### src/rtl/fetch_pkg.sv
package fetch_pkg;

    localparam int PC_W    = 32;
    localparam int INSTR_W = 32;
    localparam int IMM_W   = 16;
    localparam int TGT_W   = 26;
    localparam int WORD_SH = 2;
    localparam int HI_W    = PC_W - TGT_W - WORD_SH;
    localparam int EXT_W   = PC_W - IMM_W - WORD_SH;

    typedef logic [PC_W-1:0]    pc_t;
    typedef logic [INSTR_W-1:0] instr_t;
    typedef logic [IMM_W-1:0]   imm_t;
    typedef logic [TGT_W-1:0]   tgt_t;

    typedef enum logic [1:0] {
        NXT_SEQ    = 2'd0,
        NXT_BRANCH = 2'd1,
        NXT_JUMP   = 2'd2
    } nxt_kind_e;

    typedef struct packed {
        logic br_sel;
        logic alu_zero;
        logic jmp_sel;
    } fetch_ctl_t;

    // Jump wins over a taken branch; a branch needs both select and zero.
    function automatic nxt_kind_e pick_kind(fetch_ctl_t c);
        if (c.jmp_sel)                return NXT_JUMP;
        else if (c.br_sel && c.alu_zero) return NXT_BRANCH;
        else                          return NXT_SEQ;
    endfunction

    // Sign-extend a word offset and scale it to bytes.
    function automatic pc_t word_offset(imm_t imm);
        return {{EXT_W{imm[IMM_W-1]}}, imm, {WORD_SH{1'b0}}};
    endfunction

    // Region-relative jump: keep the top bits of the current PC.
    function automatic pc_t jump_dest(pc_t pc, tgt_t tgt);
        return {pc[PC_W-1 -: HI_W], tgt, {WORD_SH{1'b0}}};
    endfunction

endpackage

### src/rtl/fetch_next_pc.sv
module fetch_next_pc
    import fetch_pkg::*;
(
    input  pc_t        pc_q,
    input  fetch_ctl_t ctl,
    input  imm_t       imm,
    input  tgt_t       tgt,
    output pc_t        pc_d
);

    localparam pc_t STEP = pc_t'(1) << WORD_SH;

    pc_t       seq_pc;
    nxt_kind_e kind;

    always_comb begin
        seq_pc = pc_q + STEP;
        kind   = pick_kind(ctl);
        unique case (kind)
            NXT_JUMP:   pc_d = jump_dest(pc_q, tgt);
            NXT_BRANCH: pc_d = seq_pc + word_offset(imm);
            default:    pc_d = seq_pc;
        endcase
    end

endmodule

### src/rtl/fetch_pc_reg.sv
module fetch_pc_reg
    import fetch_pkg::*;
#(
    parameter pc_t RESET_PC = '0
) (
    input  logic clk,
    input  logic rst,
    input  pc_t  pc_d,
    output pc_t  pc_q
);

    always_ff @(negedge clk) begin
        if (rst) pc_q <= RESET_PC;
        else     pc_q <= pc_d;
    end

endmodule

### src/rtl/fetch_imem.sv
module fetch_imem
    import fetch_pkg::*;
#(
    parameter int AW = 6
) (
    input  logic          clk,
    input  logic          we,
    input  logic [AW-1:0] waddr,
    input  instr_t        wdata,
    input  logic [AW-1:0] raddr,
    output instr_t        rdata
);

    localparam int DEPTH = 1 << AW;

    instr_t store [DEPTH];

    always_ff @(negedge clk) begin
        if (we) store[waddr] <= wdata;
    end

    assign rdata = store[raddr];

endmodule

### src/rtl/fetch_unit.sv
module fetch_unit
    import fetch_pkg::*;
#(
    parameter int IMEM_AW = 6
) (
    input  logic               clk,
    input  logic               rst,
    input  logic               br_sel,
    input  logic               alu_zero,
    input  logic               jmp_sel,
    input  logic [15:0]        imm16,
    input  logic [25:0]        jtarget,
    input  logic               ld_en,
    input  logic [IMEM_AW-1:0] ld_addr,
    input  logic [31:0]        ld_data,
    output logic [31:0]        pc_o,
    output logic [31:0]        instr_o
);

    localparam int IDX_LO = WORD_SH;
    localparam int IDX_HI = WORD_SH + IMEM_AW - 1;

    fetch_ctl_t ctl;
    pc_t        pc_q;
    pc_t        pc_d;

    assign ctl = '{br_sel: br_sel, alu_zero: alu_zero, jmp_sel: jmp_sel};

    fetch_next_pc u_next (
        .pc_q (pc_q),
        .ctl  (ctl),
        .imm  (imm16),
        .tgt  (jtarget),
        .pc_d (pc_d)
    );

    fetch_pc_reg #(.RESET_PC('0)) u_pc (
        .clk  (clk),
        .rst  (rst),
        .pc_d (pc_d),
        .pc_q (pc_q)
    );

    fetch_imem #(.AW(IMEM_AW)) u_imem (
        .clk   (clk),
        .we    (ld_en),
        .waddr (ld_addr),
        .wdata (ld_data),
        .raddr (pc_q[IDX_HI:IDX_LO]),
        .rdata (instr_o)
    );

    assign pc_o = pc_q;

endmodule

### config.mk
export PLATFORM = sky130hd
export DESIGN_NAME = fetch_unit
export DESIGN_NICKNAME = d
export VERILOG_FILES = /design/src/rtl/fetch_pkg.sv /design/src/rtl/fetch_next_pc.sv /design/src/rtl/fetch_pc_reg.sv /design/src/rtl/fetch_imem.sv /design/src/rtl/fetch_unit.sv
export SDC_FILE = /design/constraint.sdc
export NUM_CORES = 2
export LEC_CHECK = 0
export ABC_AREA = 1
export BUFFER_PORTS_ARGS = -buffer_cell sky130_fd_sc_hd__buf_2
export CAP_MARGIN = 20
export CORE_ASPECT_RATIO = 0.5
export CORE_MARGIN = 5
export CORE_UTILIZATION = 30
export CTS_BUF_LIST = sky130_fd_sc_hd__clkbuf_4 sky130_fd_sc_hd__clkbuf_8 sky130_fd_sc_hd__clkbuf_16
export DETAILED_ROUTE_END_ITERATION = 8
export SLEW_MARGIN = 20
export SYNTH_ARGS = -nofsm -noshare
export SYNTH_HDL_FRONTEND = slang
export SYNTH_SLANG_ARGS = --single-unit
### constraint.sdc
create_clock -name clk -period 8.9 [get_ports clk]
set_clock_uncertainty 0.05 [all_clocks]
set_input_delay 0.445 -clock clk [delete_from_list [all_inputs] [get_ports clk]]
set_output_delay 0.445 -clock clk [all_outputs]
set_load 0.05 [all_outputs]
==> results.yml <==
grt:
  antenna_found_initial: 11
  grtUsageTotal: 0.179
  grt_max_degree: 111
  grt_pass1_vias: 66740
  grt_pass1_wl_um: 398000
  overflow: 0
clocking:
  cts_sinks: 2078
  clock_tree.buffer_depth: 4
  cts.reportedPaths.clkPinSlew_ns: 0.04
  cts_hold_buf: 0
  cts_tree: "yes"
  cts.htree.levels: 4
  cts_buffers: 207
  cts-root-buf: "clkbuf_16"
  clkLatencyLatePin_ns: 0.86
routing:
  via_per_inst: 5.07
  wire_per_inst_um: 20.9
  drt-initial-drc-count: 7586
  drc_errors: 0
  finalWirelength_um: 273000
  antenna_left: 0
  vias: 66173
  drtPass1Iterations: 6
floorplanning:
  die-height_um: 386
  core_area_um2: 280000
  initial_core_util: 0.303
  io_pins: 150
  dieArea_um2: 294000
  die_x_um: 761
  rows: 137
critical_path:
  crit_chain: "buf_12, buf_12, o21ai_0, o22ai_1, nand2_1, nand3_1, nand3_1, nand3_1, and2_1, buf_12"
  crit_buf_inv: 3
  path_delay_family: "simple AND/OR/NAND/NOR gates"
  path_class: "register to primary output"
  end_kind: "primary output"
  cpPeakStageDelay_ns: 0.67
  crit_slowest_cell: "dfxtp_4"
  cp.arrival_ns: 8.28
  required_ns: 8.41
  crit_fanout: 67
  critPathLaunchType: "register"
pwr:
  intPower_mw: 17.9
  switchingPower_mw: 7.91
  clockPowerShare: 0.483
  power_density_nw_per_um2: 244
  ir_worst_vdd_uv: 165
  p_leak_nw: 43.7
  combPwrFrac: 0.094
  switching_share: 0.306
  seq_power_share: 0.424
placed_design:
  gp_congestion: 0.848
  place_ws_ns: 0.952
  place_inst: 10605
  post_dp_cell_area_um2: 91400
  place.detailed.hpwl_um: 145000
  port_buffers: 147
layout:
  regArea_um2: 62100
  drive_gt1_frac: 0.0856
  multi_input_area_um2: 20400
  instances_no_fill: 13056
  final_nets: 9262
  finish.instance_area_um2: 106000
  final_cell_mix: "2,259 x inv_1, 2,048 x edfxtp_1, 1,112 x nor2_1, 937 x o21ai_0, 823 x nand2_1"
  fillers: 26883
  syn_to_final_growth_pct: 25.2
  final_common_cell: "inv_1"
synth:
  syn_area_um2: 84700
  synth-seq-cells: 2078
  ys_seq_area_frac: 0.733
  synth_cell_type_count: 44
  netlist_top_cells_area: "edfxtp_1 73%, o21ai_0 5.5%, nor2_1 5.2%"
  synth_top_cell_area_share: 0.726
  synth_top_cell_by_area: "edfxtp_1"
  netlist_instances: 6932
  syn_avg_cell_area_um2: 12.2
  yosysWarnings: 0
job:
  cap_violations: 0
sta:
  timing.hold.ws_ns: 0.567
  worstMarginPinSlew_ns: 1.08
  setup_viol: 0
  drv_slew: 0
  setup_ws_ns: 0.121
  maxSlewHeadroom: 0.277
  tns_ns: 0
  hold_viol: 0
  grt_setup_unrepaired: "no"
min_path:
  hold_class: "register to register"
run_status:
  status: "finished clean"
-- area by class of cell --
type / instances / share of cell area
Sequential cell: 2078 / 0.586
Timing Repair Buffer: 387 / 0.0347
Inverter: 136 / 0.00526
Tap cell: 3753 / 0.0443
Antenna cell: 6 / 0.000142
Clock buffer: 209 / 0.0493
Timing Repair inverter: 1 / 0.000106
Multi-Input combinational cell: 4255 / 0.193
Clock inverter: 2231 / 0.0877
-- worst register-to-register path, delay by kind of cell (launching register included) --
kind	cells	cell delay, ns
AO/OA/AOI/OAI	3	0.47
adder cells (fa/ha/maj)	1	0.36
buffers and inverters	1	0.78
flip-flops	1	0.53
AND/OR/NAND/NOR	11	1.93
-- through the flow --
step / util / power (mW)
after floorplan: - / 13.8
after global placement: 0.327 / 14.8
after detailed placement: 0.327 / 14.8
after CTS: 0.379 / 26.2
after global routing: 0.379 / 27.6
final: 0.379 / 25.9
-- worst paths after layout --
| path | startpoint | to | slack, ns | cells after the start |
|---|---|---|---|---|
| worst max-delay path | u_pc.pc_q[3] | instr_o[21] | 0.12 | 10 |
| worst min-delay path | u_pc.pc_q[30] | u_pc.pc_q[30] | 0.57 | 2 |
| worst max register to register | u_pc.pc_q[6] | u_pc.pc_q[29] | 4.69 | 16 |
| worst min register to register | u_pc.pc_q[30] | u_pc.pc_q[30] | 0.57 | 2 |
-- cell families after synthesis --
logic type	Yosys count	synth area share
other	1	0.0000443
buffers and inverters	600	0.0313
flip-flops	2078	0.733
XOR/XNOR	19	0.00205
adder cells (fa/ha/maj)	32	0.00482
AO/OA/AOI/OAI	1637	0.105
AND/OR/NAND/NOR	2565	0.124
-- sequential cells by signal, indices dropped and copies added (netlist names) --
register	flops
u_imem.store	2048
u_pc.pc_q	30
-- routing by layer --
| layer | vias to the layer above | wire length, µm | GRT usage |
|---|---|---|---|
| li1 | 29745 | - | - |
| met1 | 32494 | 111000 | 0.226 |
| met2 | 3504 | 127000 | 0.285 |
| met3 | 428 | 27300 | 0.0545 |
| met4 | 2 | 7330 | 0.0762 |
| met5 | - | 13 | 0 |
-- power by group through the flow --
stage | Combinational [mW] | Sequential (mW) | Clock [mW]
detailed placement | 2.38 | 11.1 | 1.38
finish | 2.42 | 11.0 | 12.5
floorplan | 1.30 | 11.1 | 1.38
global route | 2.60 | 10.9 | 14.1
global placement | 2.37 | 11.1 | 1.38
CTS | 2.39 | 11.0 | 12.8
-- synth_stat cells (all sizes together) --
library cell     n
a31oi           12
a21o             4
nand3b           5
a21oi           47
o22ai          513
and2            30
xor2            18
clkbuf         292
nor2          1174
nor3            13
conb             1
o21bai           5
xnor2            1
o311ai           1
o21ai         1048
edfxtp        2048
nand2          824
nand4           19
buf            171
nand3          481
clkinv           1
ha              31
or2             11
o211ai           6
inv            136
a221oi           1
dfxtp           30
fa               1
nor4             8
-- repair_timing --
action,4_1_cts,5_1_grt
setup buffers,0,5
setup endpoints to repair,0,8
gates resized for setup,0,3
Note: power is estimated with default switching activity, not from simulation.
